**config.mk**
```make
export PLATFORM = sky130hd
export DESIGN_NAME = out_port_display
export DESIGN_NICKNAME = d
export VERILOG_FILES = /design/src/rtl/out_port_display.sv
export SDC_FILE = /design/constraint.sdc
export NUM_CORES = 1
export LEC_CHECK = 0
export CAP_MARGIN = 5
export CORE_AREA = 2 2 57 113
export DETAILED_ROUTE_END_ITERATION = 6
export DIE_AREA = 0 0 59 115
export DONT_BUFFER_PORTS = 1
export PLACE_DENSITY_LB_ADDON = 0.25
export SYNTH_ARGS = -nofsm -noshare
export SYNTH_HDL_FRONTEND = slang
export SYNTH_SLANG_ARGS = --single-unit
```
**constraint.sdc**
```tcl
create_clock -name clk -period 4.4 [get_ports clk]
set_input_delay 0.88 -clock clk [delete_from_list [all_inputs] [get_ports clk]]
set_output_delay 0.88 -clock clk [all_outputs]
set_load 0.01 [all_outputs]
```
**src/rtl/out_port_display.sv**
```systemverilog
module out_port_display #(
  parameter int DATA_W = 8,
  parameter int ADDR_W = 16,
  parameter logic [2:0] DISP_N = 3'd4
) (
  input  logic                    clk,
  input  logic                    rst_n,
  input  logic [DATA_W-1:0]       data_in,
  input  logic                    tpb,
  input  logic                    mem_rd,
  input  logic [2:0]              n_sel,
  input  logic [ADDR_W-1:0]       addr_in,
  output logic [DATA_W-1:0]       disp_byte,
  output logic [6:0]              seg_hi,
  output logic [6:0]              seg_lo,
  output logic [ADDR_W-1:0]       addr_shown,
  output logic [7*(ADDR_W/4)-1:0] addr_seg
);
  localparam int NDIG = ADDR_W / 4;

  function automatic logic [6:0] hex7(input logic [3:0] v);
    case (v)
      4'h0: hex7 = 7'h3F;  4'h1: hex7 = 7'h06;  4'h2: hex7 = 7'h5B;  4'h3: hex7 = 7'h4F;
      4'h4: hex7 = 7'h66;  4'h5: hex7 = 7'h6D;  4'h6: hex7 = 7'h7D;  4'h7: hex7 = 7'h07;
      4'h8: hex7 = 7'h7F;  4'h9: hex7 = 7'h6F;  4'hA: hex7 = 7'h77;  4'hB: hex7 = 7'h7C;
      4'hC: hex7 = 7'h39;  4'hD: hex7 = 7'h5E;  4'hE: hex7 = 7'h79;  default: hex7 = 7'h71;
    endcase
  endfunction

  logic              qual, qual_q;
  logic [DATA_W-1:0] shadow;

  assign qual = tpb & mem_rd & (n_sel == DISP_N);

  always_ff @(posedge clk or negedge rst_n) begin
    if (!rst_n) begin
      qual_q     <= 1'b0;
      shadow     <= '0;
      disp_byte  <= '0;
      addr_shown <= '0;
    end else begin
      qual_q     <= qual;
      addr_shown <= addr_in;
      if (qual) shadow <= data_in;
      if (qual_q && !qual) disp_byte <= shadow;
    end
  end

  assign seg_hi = hex7(disp_byte[7:4]);
  assign seg_lo = hex7(disp_byte[3:0]);

  for (genvar k = 0; k < NDIG; k++) begin : g_adig
    assign addr_seg[7*k +: 7] = hex7(addr_shown[4*k +: 4]);
  end

  assert_capture_R2: assert property (@(posedge clk) disable iff (!rst_n)
    $fell(tpb && mem_rd && n_sel == DISP_N) |=> disp_byte == $past(data_in, 2));

  assert_hold_R3: assert property (@(posedge clk) disable iff (!rst_n)
    !$fell(tpb && mem_rd && n_sel == DISP_N) |=> $stable(disp_byte));

  assert_seg_lit_R6: assert property (@(posedge clk) disable iff (!rst_n)
    seg_hi != 7'h00 && seg_lo != 7'h00);

  assert_addr_follow_R7: assert property (@(posedge clk) disable iff (!rst_n)
    1'b1 |=> addr_shown == $past(addr_in));
endmodule

```
==> key figures, run 1 <==
Synth
  • Sequential cell area fraction in the yosys report: 31.79%
  • Post-Syn Nets: 333
  • Ys Warns: 0
  • Synth cell types: 32
  • Synth Cell Area: 2597 um^2
  • Yosys reg bits: 33
  • Cells after Synth: 260
  • Synth top area share: 31.79%
  • Syn Area/Cell: 9.990 um^2
  • Synth area leader: dfrtp_1
  • Largest cells by area after synthesis: dfrtp_1 (32%), ha_1 (20%), mux2_2 (8.2%), mux4_2 (4.3%), inv_1 (4.2%)

Floorplanning
  • IO Pins: 97
  • Row Count: 40
  • Initial Util: 43.98%
  • Chip width: 59 um
  • Core Region: 5906 um^2
  • Die Ht: 115 um
  • Die area: 6785 um^2

CTS
  • CTS buffer count: 5
  • Root Buffer: clkbuf_16
  • CTS tree: built
  • Clock Pin Slew Worst Setup and Hold Paths: 0.05 ns
  • Cts-stage hold buffer count: 0
  • Postcts setup bufs: 0
  • Worst-Skew Late Latency: 0.28 ns
  • # resized after CTS: 0
  • H-tree levels: 2
  • Clock Path Buffers: 2
  • Sink Count: 33

Power
  • Maximum vdd drop: 0.2652 mV
  • Pwr Total: 1.189 mW
  • Pwr per Cell Area: 427.0 nW/um^2
  • Leak: 1.304 nW

Setup path
  • Worst R2R Setup Slack: 3.38 ns
  • Worst Reg-to-Reg Cells: 2
  • FF-to-FF Start: qual_q$_DFF_PN0_
  • Cell mode on critical path: inv_1
  • Nature of the critical path endpoint: output pin
  • Reg-to-reg endpoint: disp_byte[0]$_DFFE_PN0P_
  • Setup Crit Path Kind: reg2out
  • Max incr delay on CP: 0.48 ns
  • Crit path max fanout: 6
  • CP startpoint kind: flip-flop
  • Required time of the critical path: 3.52 ns
  • Crit-path leading delay family: flip-flops
  • Critical Path, Cell by Cell: inv_1 -> ha_1 -> inv_1 -> mux4_2 -> inv_1
  • CP Buf/Inv Count: 3
  • Worst EP arrival: 1.83 ns
  • CP max-delay cell: dfrtp_1

Cells and area
  • Fill cells: 557
  • Post-Layout Inst Area: 2784 um^2
  • Synthesis-to-layout area growth: 7.177%
  • NumNets Final: 329
  • ANT cells: 0
  • Most frequent cells in the layout: ha_1 (42), dfrtp_1 (33), inv_1 (29), a21oi_1 (20), mux2_2 (19)
  • Leading cell type in the layout, fill and taps excluded: ha_1
  • Share of layout cells above drive strength 1: 15.18%
  • Non-Filler Instances: 320

Global routing
  • First-pass GRT wire length: 7652 um
  • Vias in the first global route: 1708
  • Initial antenna violation count: 0
  • Grt ovf: 0
  • Gr usage total: 14.85%
  • Largest net degree at the start of global routing: 34

Timing
  • Max Fclk: 0.3691 GHz
  • Fin crit share: 61.57%
  • Max Transition Viols Final: 0
  • RSZ-0062 raised after global routing: false
  • Fin. Hold Viols: 0
  • Minimum clock period: 2.709 ns
  • Slew @ Worst Pin: 0.4911 ns
  • Hold Worst Slack: 0.2929 ns
  • Layout Skew: 0.004595 ns
  • Endpoints failing setup: 0
  • Sum Neg Setup Slack: 0 ns
  • Slew HR: 67.26%

Outcome
  • Status: completed

Route
  • Top routing layer in use: met4
  • WL/cell: 15.55 um
  • Vias per cell: 5.638
  • Post-route DRC: 0
  • Post-Route WL: 4976 um
  • DR iter-0 viols: 99
  • Wl on met1: 1886 um
  • Vias: 1804
  • TritonRoute pass-1 iters: 4
  • DRT antenna net count: 0
  • Met2 WL: 2602 um
  • Metal3 WL: 393 um

Worst hold path
  • Min-delay worst type: in2async

Placement
  • Dpl cell area: 2613 um^2
  • DP Cell Count: 312
  • Final HPWL DP: 3911 um
  • IO buf count: 0
  • Global placer's final weighted congestion: 0.8091

Run
  • Max Cap Viol: 0
==> area by class of cell <==
type,instances,area (um^2),area share [%]
clock buffer,5,125.1,4.494
clock inverter,3,46.29,1.663
inverter,30,115.1,4.135
multi-input combinational,186,1593,57.21
sequential,33,825.8,29.66
tap,63,78.83,2.831
==> where the power goes <==
group | leakage, nW | switching, mW | internal [mW]
Sequential | 0.402 | 0.0938 | 0.348
Clock | 0.0800 | 0.130 | 0.268
Combinational | 0.821 | 0.193 | 0.156
Total | 1.30 | 0.417 | 0.772
==> cell families (layout without fill, tap and decap cells) <==
| family | Yosys count | after routing | synth area share, % |
|---|---|---|---|
| AO/OA/AOI/OAI | 57 | 57 | 14.40 |
| multiplexers | 28 | 28 | 14.11 |
| adder cells (fa/ha/maj) | 42 | 42 | 20.23 |
| buffers and inverters | 41 | 38 | 6.888 |
| AND/OR/NAND/NOR | 59 | 59 | 12.57 |
| flip-flops | 33 | 33 | 31.79 |
==> per-layer routing <==
metal	GRT usage [%]	vias up
met2	25.04	65
li1	-	881
met5	0	-
met4	6.818	0
met3	5.624	5
met1	16.01	853
==> how the worst max path moves through the flow <==
stage                         endpoint  slack [ns]  cells past startpoint                      from
after floorplan           addr_seg[24]        2.09                      5  addr_shown[13]$_DFF_PN0_
after global placement       seg_hi[3]        2.00                      5  disp_byte[5]$_DFFE_PN0P_
after detailed placement     seg_hi[3]        1.98                      5  disp_byte[5]$_DFFE_PN0P_
after CTS                    seg_hi[3]        1.66                      5  disp_byte[5]$_DFFE_PN0P_
after global routing         seg_hi[3]        1.59                      5  disp_byte[5]$_DFFE_PN0P_
final                        seg_hi[3]        1.69                      5  disp_byte[5]$_DFFE_PN0P_
==> cell usage after synthesis, drive strengths merged <==
cell type  count
nor3           6
nand2         10
a211oi         4
mux4           5
a22o           3
nand2b         8
buf           11
a21oi         20
a22oi         11
o21bai         5
mux2          19
o21ai          9
nand3b         1
o32a           2
dfrtp         33
nand3          2
and2b          1
a31oi          2
nor2b         13
and3           1
or2            1
inv           30
nor2          16
a2bb2oi        1
mux2i          4
ha            42
==> worst register-to-register path, stage by stage, from the launching register on <==
cell and delay, ns:
dfrtp_1 0.39, o21ai_4 0.14, mux2_2 0.37
==> sequential cells by signal, summed over array words and instances (netlist names) <==
| name | flops |
|---|---|
| addr_shown | 16 |
| disp_byte | 8 |
| qual_q | 1 |
| shadow | 8 |
==> per-stage QoR <==
stage          utilization (%)  setup slack (ns)
2_1_floorplan                -             2.093
3_3_place_gp             44.24             1.997
3_5_place_dp             44.24             1.977
4_1_cts                  47.14             1.662
5_1_grt                  47.14             1.589
6_report                 47.14             1.691
Note: power is estimated with default switching activity, not from simulation.
==> run 2, diff against run 1 <==
==> constraint.sdc (replaced) <==
create_clock -name clk -period 2.39 [get_ports clk]
set_input_delay 0.478 -clock clk [delete_from_list [all_inputs] [get_ports clk]]
set_output_delay 0.478 -clock clk [all_outputs]
set_load 0.01 [all_outputs]
==> run 2 against run 1 <==
Die area did not move. Highest routed layer unchanged. First-iteration DRC count rose by 6.1%. Non-clock buffer count increased by 1. Core utilization shrank 0.063 points. Critical endpoint is now seg_lo[3]. Largest power group unchanged. Combinational power is 89% higher. Total power rose by 76%.
==> key figures, run 2 (same netlist as run 1, synthesis figures left out) <==
Route
  • TritonRoute pass-1 iters: 4 (unchanged)
  • WL/cell: 15.83 um (was 15.55 um)
  • DR iter-0 viols: 105 (was 99)
  • Vias per cell: 5.685 (was 5.638)
  • Post-Route WL: 5083 um (was 4976 um)
  • Post-route DRC: 0 (unchanged)
  • Vias: 1825 (was 1804)
  • DRT antenna net count: 0 (unchanged)

Floorplanning
  • Die Ht: 115 um (unchanged)
  • Row Count: 40 (unchanged)
  • Die area: 6785 um^2 (unchanged)
  • Chip width: 59 um (unchanged)
  • IO Pins: 97 (unchanged)
  • Core Region: 5906 um^2 (unchanged)
  • Initial Util: 43.98% (unchanged)

CTS
  • CTS tree: built (unchanged)
  • CTS buffer count: 5 (unchanged)
  • H-tree levels: 2 (unchanged)
  • Clock Path Buffers: 2 (unchanged)
  • Sink Count: 33 (unchanged)
  • Worst-Skew Late Latency: 0.28 ns (about the same)
  • Clock Pin Slew Worst Setup and Hold Paths: 0.05 ns (about the same)
  • Root Buffer: clkbuf_16 (unchanged)

Timing
  • Max Fclk: 0.4368 GHz
  • Endpoints failing setup: 0 (unchanged)
  • Slew HR: 68.23% (was 67.26%)
  • Fin crit share: 95.78%
  • Max Transition Viols Final: 0 (unchanged)
  • Slew @ Worst Pin: 0.4766 ns (was 0.4911 ns)
  • Sum Neg Setup Slack: 0 ns (unchanged)
  • Fin. Hold Viols: 0 (unchanged)
  • RSZ-0062 raised after global routing: false (unchanged)
  • Minimum clock period: 2.289 ns
  • Layout Skew: 0.003416 ns (was 0.004595 ns)

Outcome
  • Status: completed (unchanged)

Global routing
  • GR Util met1: 15.87% (was 16.01%)
  • Initial antenna violation count: 0 (unchanged)
  • Largest net degree at the start of global routing: 34 (unchanged)
  • Most used routing layer: met2 (unchanged)
  • First-pass GRT wire length: 7838 um (was 7652 um)
  • Vias in the first global route: 1756 (was 1708)
  • Gr usage total: 15.19% (was 14.85%)
  • Met2 usage: 25.11% (was 25.04%)
  • Global-route met3 utilization: 6.412% (was 5.624%)
  • Grt ovf: 0 (unchanged)

Cells and area
  • Post-Layout Inst Area: 2780 um^2 (was 2784 um^2)
  • Share of layout cells above drive strength 1: 17.05% (was 15.18%)
  • Synthesis-to-layout area growth: 7.033% (was 7.177%)
  • Top reg by flops: addr_shown (unchanged)
  • Non-Filler Instances: 321 (was 320)
  • NumNets Final: 330 (was 329)
  • Top Registers: addr_shown x16, disp_byte x8, shadow x8 (unchanged)
  • Most frequent cells in the layout: ha_1 (42), inv_1 (29), dfrtp_1 (29), a21oi_1 (20), mux2_2 (19) (was ha_1 (42), dfrtp_1 (33), inv_1 (29), a21oi_1 (20), mux2_2 (19))
  • ANT cells: 0 (unchanged)
  • Max reg flops: 16 (unchanged)
  • Post-layout util: 47.08% (was 47.14%)
  • Leading cell type in the layout, fill and taps excluded: ha_1 (unchanged)

Setup path
  • Nature of the critical path endpoint: output pin (unchanged)
  • CP startpoint kind: flip-flop (unchanged)
  • Crit path max fanout: 6 (unchanged)
  • Setup Crit Path Kind: reg2out (unchanged)
  • Worst Reg-to-Reg Cells: 2 (unchanged)
  • Required time of the critical path: 1.91 ns (was 3.52 ns)
  • Worst EP arrival: 1.81 ns (was 1.83 ns)

Power
  • Maximum vdd drop: 0.6135 mV (was 0.2652 mV)
  • Leak: 1.298 nW (was 1.304 nW)
  • Pwr per Cell Area: 751.1 nW/um^2 (was 427.0 nW/um^2)

Run
  • Max Cap Viol: 0 (unchanged)

Placement
  • Final HPWL DP: 3951 um (was 3911 um)
  • Dpl cell area: 2613 um^2 (unchanged)
  • Global placer's final weighted congestion: 0.8247 (was 0.8091)
  • IO buf count: 0 (unchanged)
  • DP Cell Count: 312 (unchanged)

Worst hold path
  • Min-delay worst type: in2async (unchanged)
[run 2: area by class of cell]
type	count	area [um^2]
fill	576	3126
multi-input combinational	186	1593
sequential	33	830.8
clock buffer	5	125.1
inverter	30	115.1
tap	63	78.83
timing repair buffer	1	20.02
clock inverter	3	17.52
[run 2: timing repair]
action | CTS | global route
hold buffers | 1 | 0
endpoints found under the setup margin | 0 | 3
setup buffers | 0 | 0
hold endpoints to repair | 33 | 0
gates resized for setup | 0 | 4
[run 2: path summary, 6_finish.rpt]
kind / start / to / slack (ns)
max in group asynchronous: rst_n / disp_byte[1]$_DFFE_PN0P_ / 2.18
worst min register to register: shadow[3]$_DFFE_PN0P_ / disp_byte[3]$_DFFE_PN0P_ / 0.50
min in group clk: addr_in[13] / addr_shown[13]$_DFF_PN0_ / 0.22
worst max register to register: qual_q$_DFF_PN0_ / disp_byte[1]$_DFFE_PN0P_ / 1.36
worst min-delay path: rst_n / addr_shown[12]$_DFF_PN0_ / 0.03
worst max-delay path: disp_byte[0]$_DFFE_PN0P_ / seg_lo[3] / 0.10
[run 2: where the power goes]
| part | switching, mW | internal [mW] |
|---|---|---|
| combinational | 0.367 | 0.292 |
| sequential | 0.174 | 0.644 |
| clock | 0.230 | 0.381 |
[run 2: worst max-delay path: stages (launching register included)]
cell and delay (ns):
dfrtp_1 0.49, inv_1 0.15, ha_1 0.31, inv_1 0.05, mux4_2 0.43, inv_1 0.11
[run 2: routing by layer]
metal  vias to the layer above  share of wire, %
met2                        71                51
met5                         -                 0
met4                         0               2.4
met3                         8               8.8
li1                        882                 -
met1                       864                37
[run 2: stage by stage]
stage               power [mW]  hold slack [ns]  setup slack, ns
finish                   2.088          0.02683           0.1008
CTS                      2.123          0.02488          0.04762
global placement         1.447           0.1832           0.3892
detailed placement       1.475           0.1832           0.3567
global route             2.239          0.03701         0.003485
floorplan                1.363           0.1824           0.4848
